`config.mk`:
```
export PLATFORM = sky130hd
export DESIGN_NAME = cfgport_bridge
export DESIGN_NICKNAME = d
export VERILOG_FILES = /design/src/rtl/cfgport_pkg.sv /design/src/rtl/cfgport_cfgregs.sv /design/src/rtl/cfgport_cmdreg.sv /design/src/rtl/cfgport_xact.sv /design/src/rtl/cfgport_bridge.sv
export SDC_FILE = /design/constraint.sdc
export NUM_CORES = 1
export LEC_CHECK = 0
export BUFFER_PORTS_ARGS = -buffer_cell sky130_fd_sc_hd__clkbuf_2
export CORE_MARGIN = 5
export CORE_UTILIZATION = 48
export DETAILED_ROUTE_END_ITERATION = 12
export PLACE_DENSITY = 0.8
export RECOVER_POWER = 50
export SYNTH_ARGS = -nofsm -noshare
export SYNTH_HDL_FRONTEND = slang
export SYNTH_SLANG_ARGS = --single-unit
```
`constraint.sdc`:
```
create_clock -name clk_i -period 3.1 [get_ports clk_i]
set_input_delay 0.31 -clock clk_i [delete_from_list [all_inputs] [get_ports clk_i]]
set_output_delay 0.31 -clock clk_i [all_outputs]
set_load 0.05 [all_outputs]
```
`src/rtl/cfgport_pkg.sv`:
```
package cfgport_pkg;

  // fixed geometry of the reconfiguration port and the bus word
  localparam int unsigned PORT_AW = 7;
  localparam int unsigned PORT_DW = 16;
  localparam int unsigned WORD_W  = 32;

  // register byte offsets (software relies on these)
  localparam logic [7:0] OFS_RSTCTL = 8'h40;
  localparam logic [7:0] OFS_SRCSEL = 8'h44;
  localparam logic [7:0] OFS_PCMD   = 8'h70;
  localparam logic [7:0] OFS_PSTAT  = 8'h74;

  // command and status field positions
  localparam int unsigned CMD_GO_BIT    = 29;
  localparam int unsigned CMD_RD_BIT    = 28;
  localparam int unsigned CMD_ADDR_LSB  = 16;
  localparam int unsigned STAT_BUSY_BIT = 16;
  localparam int unsigned RSTCTL_W      = 2;

  typedef enum logic [1:0] {
    XS_IDLE  = 2'd0,
    XS_ISSUE = 2'd1,
    XS_WAIT  = 2'd2
  } xact_state_e;

  typedef struct packed {
    logic               rd;
    logic [PORT_AW-1:0] addr;
    logic [PORT_DW-1:0] data;
  } port_cmd_t;

endpackage

```
`src/rtl/cfgport_cfgregs.sv`:
```
module cfgport_cfgregs
  import cfgport_pkg::*;
#(
  parameter int unsigned BUS_AW = 8,
  parameter int unsigned SRC_W  = 32
) (
  input  logic                clk_i,
  input  logic                rst_ni,
  input  logic                wr_i,
  input  logic [BUS_AW-1:0]   addr_i,
  input  logic [WORD_W-1:0]   wdata_i,
  output logic [RSTCTL_W-1:0] rstctl_o,
  output logic [SRC_W-1:0]    srcsel_o
);

  localparam logic [BUS_AW-1:0] A_RST = BUS_AW'(OFS_RSTCTL);
  localparam logic [BUS_AW-1:0] A_SEL = BUS_AW'(OFS_SRCSEL);

  logic                rst_en;
  logic [RSTCTL_W-1:0] rst_d, rst_q;
  logic                sel_en;
  logic [SRC_W-1:0]    sel_d, sel_q;

  // next-state
  always_comb begin
    rst_en = wr_i && (addr_i == A_RST);
    rst_d  = wdata_i[RSTCTL_W-1:0];
    sel_en = wr_i && (addr_i == A_SEL);
    sel_d  = wdata_i[SRC_W-1:0];
  end

  // registers
  always_ff @(posedge clk_i or negedge rst_ni) begin
    if (!rst_ni) begin
      rst_q <= '0;
    end else if (rst_en) begin
      rst_q <= rst_d;
    end
  end

  always_ff @(posedge clk_i or negedge rst_ni) begin
    if (!rst_ni) begin
      sel_q <= '0;
    end else if (sel_en) begin
      sel_q <= sel_d;
    end
  end

  assign rstctl_o = rst_q;
  assign srcsel_o = sel_q;

endmodule

```
`src/rtl/cfgport_cmdreg.sv`:
```
module cfgport_cmdreg
  import cfgport_pkg::*;
#(
  parameter int unsigned BUS_AW = 8
) (
  input  logic               clk_i,
  input  logic               rst_ni,
  input  logic               wr_i,
  input  logic [BUS_AW-1:0]  addr_i,
  input  logic               go_i,
  input  logic               rd_i,
  input  logic [PORT_AW-1:0] paddr_i,
  input  logic [PORT_DW-1:0] pdata_i,
  input  logic               busy_i,
  output logic               launch_o,
  output port_cmd_t          cmd_o,
  output logic [WORD_W-1:0]  cmd_word_o
);

  localparam logic [BUS_AW-1:0] A_CMD = BUS_AW'(OFS_PCMD);

  logic      accept;
  port_cmd_t cmd_d, cmd_q;
  logic      seen_q;

  // a command is taken only when addressed, armed and the port is free
  always_comb begin
    accept     = wr_i && (addr_i == A_CMD) && go_i && !busy_i;
    cmd_d.rd   = rd_i;
    cmd_d.addr = paddr_i;
    cmd_d.data = pdata_i;
  end

  always_ff @(posedge clk_i or negedge rst_ni) begin
    if (!rst_ni) begin
      cmd_q  <= '0;
      seen_q <= 1'b0;
    end else if (accept) begin
      cmd_q  <= cmd_d;
      seen_q <= 1'b1;
    end
  end

  always_comb begin
    cmd_word_o                               = '0;
    cmd_word_o[CMD_GO_BIT]                   = seen_q;
    cmd_word_o[CMD_RD_BIT]                   = cmd_q.rd;
    cmd_word_o[CMD_ADDR_LSB +: PORT_AW]      = cmd_q.addr;
    cmd_word_o[PORT_DW-1:0]                  = cmd_q.data;
  end

  assign launch_o = accept;
  assign cmd_o    = cmd_q;

endmodule

```
`src/rtl/cfgport_xact.sv`:
```
module cfgport_xact
  import cfgport_pkg::*;
(
  input  logic               clk_i,
  input  logic               rst_ni,
  input  logic               launch_i,
  input  logic               rd_i,
  input  logic               prt_rdy_i,
  input  logic [PORT_DW-1:0] prt_rdata_i,
  output logic               busy_o,
  output logic               prt_en_o,
  output logic               prt_we_o,
  output logic [PORT_DW-1:0] rdata_o
);

  xact_state_e        state_d, state_q;
  logic               cap_en;
  logic [PORT_DW-1:0] rdata_q;

  // next-state
  always_comb begin
    state_d = state_q;
    unique case (state_q)
      XS_IDLE:  if (launch_i) state_d = XS_ISSUE;
      XS_ISSUE: state_d = prt_rdy_i ? XS_IDLE : XS_WAIT;
      XS_WAIT:  if (prt_rdy_i) state_d = XS_IDLE;
      default:  state_d = XS_IDLE;
    endcase
  end

  always_ff @(posedge clk_i or negedge rst_ni) begin
    if (!rst_ni) begin
      state_q <= XS_IDLE;
    end else begin
      state_q <= state_d;
    end
  end

  assign busy_o   = (state_q != XS_IDLE);
  assign prt_en_o = (state_q == XS_ISSUE);
  assign prt_we_o = prt_en_o && !rd_i;

  // read data is taken only on the completion of a read
  assign cap_en = busy_o && prt_rdy_i && rd_i;

  always_ff @(posedge clk_i or negedge rst_ni) begin
    if (!rst_ni) begin
      rdata_q <= '0;
    end else if (cap_en) begin
      rdata_q <= prt_rdata_i;
    end
  end

  assign rdata_o = rdata_q;

endmodule

```
`src/rtl/cfgport_bridge.sv`:
```
module cfgport_bridge
  import cfgport_pkg::*;
#(
  parameter int unsigned BUS_AW = 8,
  parameter int unsigned SRC_W  = 32
) (
  input  logic               clk_i,
  input  logic               rst_ni,
  input  logic [BUS_AW-1:0]  bus_addr_i,
  input  logic               bus_wr_i,
  input  logic [WORD_W-1:0]  bus_wdata_i,
  output logic [WORD_W-1:0]  bus_rdata_o,
  output logic               blk_rel_o,
  output logic               synth_en_o,
  output logic [SRC_W-1:0]   src_sel_o,
  output logic [PORT_AW-1:0] prt_addr_o,
  output logic [PORT_DW-1:0] prt_wdata_o,
  input  logic [PORT_DW-1:0] prt_rdata_i,
  output logic               prt_en_o,
  output logic               prt_we_o,
  input  logic               prt_rdy_i
);

  localparam logic [BUS_AW-1:0] A_RST  = BUS_AW'(OFS_RSTCTL);
  localparam logic [BUS_AW-1:0] A_SEL  = BUS_AW'(OFS_SRCSEL);
  localparam logic [BUS_AW-1:0] A_CMD  = BUS_AW'(OFS_PCMD);
  localparam logic [BUS_AW-1:0] A_STAT = BUS_AW'(OFS_PSTAT);
  localparam int unsigned STAT_PAD = WORD_W - STAT_BUSY_BIT - 1;

  logic [1:0]          rst_pipe_q;
  logic                rst_sync_n;
  logic [RSTCTL_W-1:0] rstctl;
  logic [SRC_W-1:0]    srcsel;
  logic                launch;
  port_cmd_t           cmd;
  logic [WORD_W-1:0]   cmd_word;
  logic                xact_busy;
  logic [PORT_DW-1:0]  stat_data;

  // asynchronous assert, synchronous release
  always_ff @(posedge clk_i or negedge rst_ni) begin
    if (!rst_ni) begin
      rst_pipe_q <= '0;
    end else begin
      rst_pipe_q <= {rst_pipe_q[0], 1'b1};
    end
  end
  assign rst_sync_n = rst_pipe_q[1];

  cfgport_cfgregs #(
    .BUS_AW (BUS_AW),
    .SRC_W  (SRC_W)
  ) u_cfgregs (
    .clk_i    (clk_i),
    .rst_ni   (rst_sync_n),
    .wr_i     (bus_wr_i),
    .addr_i   (bus_addr_i),
    .wdata_i  (bus_wdata_i),
    .rstctl_o (rstctl),
    .srcsel_o (srcsel)
  );

  cfgport_cmdreg #(
    .BUS_AW (BUS_AW)
  ) u_cmdreg (
    .clk_i      (clk_i),
    .rst_ni     (rst_sync_n),
    .wr_i       (bus_wr_i),
    .addr_i     (bus_addr_i),
    .go_i       (bus_wdata_i[CMD_GO_BIT]),
    .rd_i       (bus_wdata_i[CMD_RD_BIT]),
    .paddr_i    (bus_wdata_i[CMD_ADDR_LSB +: PORT_AW]),
    .pdata_i    (bus_wdata_i[PORT_DW-1:0]),
    .busy_i     (xact_busy),
    .launch_o   (launch),
    .cmd_o      (cmd),
    .cmd_word_o (cmd_word)
  );

  cfgport_xact u_xact (
    .clk_i       (clk_i),
    .rst_ni      (rst_sync_n),
    .launch_i    (launch),
    .rd_i        (cmd.rd),
    .prt_rdy_i   (prt_rdy_i),
    .prt_rdata_i (prt_rdata_i),
    .busy_o      (xact_busy),
    .prt_en_o    (prt_en_o),
    .prt_we_o    (prt_we_o),
    .rdata_o     (stat_data)
  );

  // read mux
  always_comb begin
    unique case (bus_addr_i)
      A_RST:   bus_rdata_o = {{(WORD_W-RSTCTL_W){1'b0}}, rstctl};
      A_SEL:   bus_rdata_o = WORD_W'(srcsel);
      A_CMD:   bus_rdata_o = cmd_word;
      A_STAT:  bus_rdata_o = {{STAT_PAD{1'b0}}, xact_busy, stat_data};
      default: bus_rdata_o = '0;
    endcase
  end

  assign blk_rel_o   = rstctl[0];
  assign synth_en_o  = rstctl[1];
  assign src_sel_o   = srcsel;
  assign prt_addr_o  = cmd.addr;
  assign prt_wdata_o = cmd.data;

endmodule

```
* Word-level counts from Yosys, hierarchy flattened *
Index checks and enable logic that the tools add are counted.

word-level totals
  register bits = 79
  bits of input ports = 60
  output and inout port bits = 91
  logic and storage cells = 35

cells by class
  equal/unequal tests = 8
  multiplexer cells = 5
  reductions and logical operators = 13

operators with widths
  cell                  number
  $pmux W32 S4          1
  $eq A8 B7 Y1 const B  4
  $logic_and A1 B1 Y1   8
  $mux W2               3
  $pmux W2 S3           1
  $ne A2 B2 Y1 const B  2
  $eq A2 B1 Y1 const B  1
  $eq A2 B2 Y1 const B  1
  $logic_not A1 Y1      2
  $logic_not A2 Y1      1
  $reduce_and A2 Y1     1
  $reduce_bool A2 Y1    1

* Longest topological paths before layout *
  depth after elaboration = 6
  depth in mapped cells = 5

* Hierarchy *
From an unflattened synthesis, not the netlist that was laid out.

unflattened totals
  cells, all modules = 330
  area, all modules = 4403.0 um^2

by module, submodules not included
  module           times used  cells an instance  area an instance (um^2)  sequential area each (um^2)
  cfgport_cfgregs  1           75                 1441.4                   850.8
  cfgport_cmdreg   1           90                 1298.7                   625.6
  cfgport_bridge   1           122                914.6                    50.0
  cfgport_xact     1           43                 748.2                    450.4

* Worst setup path before layout *
Ideal clock, no wire load.

  path type = flip-flop to output port
  start point = reg u_xact.state_q[0]
  end point = out prt_we_o
  arrival time = 1.949 ns
  path slack = 0.841 ns
  cell stages (with the launch flop) = 3
  buffers on the path = 0
  path through = dfrtp_1 -> nor2b_1 -> nor2b_1

on the way
  longest elaborated chain between the ends = 2

ends and longest elaborated chain
  item                    RTL line              source
  from (decl)             cfgport_xact.sv:16    xact_state_e state_d, state_q;
  from (signal assigned)  cfgport_xact.sv:35    state_q <= state_d;
  $eq A2 B1 Y1            cfgport_xact.sv:40    assign prt_en_o = (state_q == XS_ISSUE);
  net prt_en_o            cfgport_bridge.sv:19  output logic prt_en_o,
  $logic_and A1 B1 Y1     cfgport_xact.sv:41    assign prt_we_o = prt_en_o && !rd_i;
  to (decl)               cfgport_bridge.sv:20  output logic prt_we_o,

The timed path passes the listed nets, and every way through them passes these cells.

* Final worst setup path *
  start point = in bus_addr_i[5]
  end point = out bus_rdata_o[2]

on the way
  longest elaborated chain between the ends = 2
  elaborated cells on any way between the ends = 5
  those cells by class = eq/ne: 4; mux: 1

ends and longest elaborated chain
  item            RTL line              source
  from (decl)     cfgport_bridge.sv:9   input logic [BUS_AW-1:0] bus_addr_i,
  $eq A8 B7 Y1    cfgport_bridge.sv:95  unique case (bus_addr_i)
  $pmux W32 S4 *  cfgport_bridge.sv:95
  to (decl)       cfgport_bridge.sv:12  output logic [WORD_W-1:0] bus_rdata_o,

Every way passes the cells marked *; elsewhere a longest branch is shown, timed or not.

==> metrics.log <==
INFO  metric final_net_count = 462
INFO  metric run_status = complete, but fails checks
INFO  metric seq_area_frac_synth = 56.2%
INFO  metric detailroute.via_count = 2706
INFO  metric yosys_register_bits = 79
INFO  metric reg2reg_depth = 4
INFO  metric syn-mean-instance-area = 14.4 um2
INFO  metric die_height = 95.6 um
INFO  metric worst_setup_path_end_kind = output pin
INFO  metric num_antenna_cells = 0
INFO  metric timing.critical_path.arrival = 2.29 ns
INFO  metric synth_most_common_cell = sky130_fd_sc_hd__dfrtp_1
INFO  metric area.growth.synth_to_final = 29.6%
INFO  metric placement_rows = 31
INFO  metric synth_async_sr_flop_share = 100%
INFO  metric power-per-cell-area = 458 mW/mm2
INFO  metric timing.max_slew.rel_slack = -9.55%
INFO  metric top_level_ports = 151
INFO  metric path_clk_slew = 0.08 ns
INFO  metric synthesis.instances = 244
INFO  metric worst_hold_endpoint = u_xact.state_q[1]$_DFFE_PN0P_
INFO  metric rsz0062_at_grt = no
INFO  metric antenna_found_initial = 0
INFO  metric finalHoldViolCount = 0
INFO  metric floorplan.core_area = 0.00718 mm2
INFO  metric gp_congestion = 0.758
INFO  metric cts_root_buf = sky130_fd_sc_hd__clkbuf_8
INFO  metric holdPathStages = 2
INFO  metric cts-buffers-inserted = 9
INFO  metric worst_margin_pin_slew = 1.64 ns
INFO  metric final.setup.tns = 0 ns
INFO  metric drtPass1Iterations = 4
INFO  metric clk_path_buf_depth = 2
INFO  metric synth_enable_flop_cells = 0
INFO  metric grt_pass1_wl = 14300 um
INFO  metric max_clock_freq = 385 MHz
INFO  metric synth_flop_cell = sky130_fd_sc_hd__dfrtp_1
INFO  metric worstPathMaxFanout = 18
INFO  metric synth_warnings = 0
INFO  metric routed_wl = 9140 um
INFO  metric drc = 0
INFO  metric dr.first_iter.drc_count = 133
INFO  metric synth_top_area_cell = sky130_fd_sc_hd__dfrtp_1
INFO  metric mappedNetlistNets = 304
INFO  metric placedCellCount = 489
INFO  metric timing.final.setup_violations = 0
INFO  metric post_synth_num_cell_types = 29
INFO  metric cts_setup_buffers = 0
INFO  metric cap_violations = 1
INFO  metric drtAntennaViolNets = 0
INFO  metric timing.reg2reg.setup_slack = 1.15 ns
INFO  metric peak_supply_drop = 0.000284 V
INFO  metric starting_density_of_the_core = 49.0%
INFO  metric power.leakage = 2.41 nW
INFO  metric crit_type = input port to output pin
INFO  metric cts_tree = built
INFO  metric post_route_cells_drive_above_1_share = 53.3%
INFO  metric worst_clock_skew = 0.0134 ns
INFO  metric place.detailed.hpwl = 6670 um
INFO  metric ys_top_cells_by_area = sky130_fd_sc_hd__dfrtp_1, sky130_fd_sc_hd__mux2_2, sky130_fd_sc_hd__a221o_1
INFO  metric via_per_inst = 5.35
INFO  metric start_kind = input port
INFO  metric final_cells = 506
INFO  metric min_path_type = input port to flop
INFO  metric syn-cell-area = 0.00352 mm2
INFO  metric min_period_over_period = 83.8%
INFO  metric worstHoldStart = prt_rdy_i
INFO  metric cts-htree-levels = 3
INFO  metric die_area = 0.00914 mm2
INFO  metric reg_to_reg_start = u_xact.state_q[0]$_DFFE_PN0P_
INFO  metric port_buffers = 150
INFO  metric netlist_top_cells_count = sky130_fd_sc_hd__dfrtp_1, sky130_fd_sc_hd__mux2_2, sky130_fd_sc_hd__a221o_1
INFO  metric drv_slew = 78
INFO  metric min_period = 2.60 ns
INFO  metric clock_sinks = 79
INFO  metric die_width = 95.6 um
INFO  metric clock_latency = 0.35 ns
INFO  metric vias_in_the_first_global_route = 2710
INFO  metric synth_top_area_share = 56.2%
INFO  metric grt_start_max_net_pins = 78
INFO  metric track_usage = 20.7%
INFO  metric crit-reg2reg-capture = u_cmdreg.cmd_o[4]$_DFFE_PN0P_
INFO  metric worst-endpoint-required = 2.79 ns
INFO  metric wl_per_cell = 18.1 um
INFO  metric violations = capacitance limit, slew limit
INFO  metric grt_remaining_overflow = 0
[timing repair]
action | CTS | global route
endpoints found under the hold margin | 2 | 0
gates resized for setup | 0 | 0
hold buffers | 1 | 0
[per-stage QoR]
| stage | hold WS, ns | area (um2) | util, % | setup WS, ns | total power, mW |
|---|---|---|---|---|---|
| 4_1_cts | 0.108 | 4630 | 64.6 | 0.870 | 2.12 |
| 2_1_floorplan | 0.0144 | 3520 | - | 0.737 | 1.26 |
| 6_report | 0.121 | 4560 | 63.6 | 0.501 | 2.09 |
| 3_3_place_gp | 0.0957 | 4420 | 61.7 | 0.901 | 1.35 |
| 3_5_place_dp | 0.0981 | 4420 | 61.7 | 0.873 | 1.36 |
| 5_1_grt | 0.119 | 4560 | 63.6 | 0.370 | 2.18 |
[registers in the layout, summed over array words and instances (netlist names)]
name                flops
rst_pipe_q              2
u_cfgregs.rstctl_o      2
u_cfgregs.srcsel_o     32
u_cmdreg.cmd_o         24
u_xact.rdata_o         16
u_cmdreg.seen_q         1
u_xact.state_q          2
[worst max-delay path, cell delays in order]
cell and delay, ns:
sky130_fd_sc_hd__clkbuf_2 0.09, sky130_fd_sc_hd__nor4b_1 0.54, sky130_fd_sc_hd__clkbuf_1 0.63, sky130_fd_sc_hd__and4_1 0.31, sky130_fd_sc_hd__a221o_1 0.13, sky130_fd_sc_hd__clkbuf_2 0.28
[cell usage in the layout, fill, tap and decap left out, types with 2 or more instances in the layout]
| cell type | netlist | final |
|---|---|---|
| sky130_fd_sc_hd__buf_4 | 0 | 10 |
| sky130_fd_sc_hd__mux2_2 | 75 | 75 |
| sky130_fd_sc_hd__nor2b_1 | 2 | 2 |
| sky130_fd_sc_hd__clkbuf_2 | 0 | 109 |
| sky130_fd_sc_hd__and4_1 | 14 | 14 |
| sky130_fd_sc_hd__nand4_1 | 3 | 3 |
| sky130_fd_sc_hd__nor2_1 | 4 | 4 |
| sky130_fd_sc_hd__dfrtp_1 | 79 | 78 |
| sky130_fd_sc_hd__clkinvlp_4 | 0 | 3 |
| sky130_fd_sc_hd__a221o_1 | 15 | 15 |
| sky130_fd_sc_hd__mux2i_1 | 2 | 2 |
| sky130_fd_sc_hd__a22o_1 | 8 | 8 |
| sky130_fd_sc_hd__clkbuf_1 | 7 | 43 |
| sky130_fd_sc_hd__clkbuf_8 | 0 | 10 |
| sky130_fd_sc_hd__and2_1 | 7 | 7 |
| sky130_fd_sc_hd__nor3_2 | 0 | 3 |
| sky130_fd_sc_hd__a2bb2oi_1 | 2 | 2 |
[per-layer routing]
metal	up-vias	share of wire, %	GRT usage [%]	routed length [um]
li1	1253	-	-	-
met1	1330	42	27.0	3840
met2	108	49	33.5	4470
met3	15	7.4	4.26	675
met4	0	1.6	8.65	148
met5	-	0	0	0
[kinds of logic after synthesis]
| kind of cell | share of synthesized area (%) |
|---|---|
| flops | 56.2 |
| mux | 24.9 |
| simple gates | 9.25 |
| compound gates | 6.97 |
| buf+inv | 2.35 |
| xor+xnor | 0.249 |
| other cells | 0.107 |
[power breakdown]
| group | internal (mW) | switching [mW] |
|---|---|---|
| combinational | 0.0694 | 0.158 |
| clock | 0.393 | 0.367 |
| sequential | 1.06 | 0.0417 |
[worst max-delay path by stage]
stage / from / slack, ns / cells past startpoint / end
after floorplan: rst_pipe_q[1]$_DFF_PN0_ / 0.74 / 0 / u_cfgregs.rstctl_o[0]$_DFFE_PN0P_
after global placement: bus_addr_i[3] / 0.90 / 6 / bus_rdata_o[15]
after detailed placement: bus_addr_i[7] / 0.87 / 6 / bus_rdata_o[15]
after CTS: bus_addr_i[7] / 0.87 / 6 / bus_rdata_o[2]
after global routing: bus_addr_i[5] / 0.37 / 6 / bus_rdata_o[15]
final: bus_addr_i[5] / 0.50 / 6 / bus_rdata_o[2]
[cell type report]
type                    instances  area, um2
fillers                       624       2620
flip-flops and latches         79       1980
multi-input cells             149       1470
repair buffers                162        788
clock buffers                  11        141
well taps                      99        124
clock inverters                 5       57.6
inverters                       1       3.75
(Power assumes the default switching activity.)
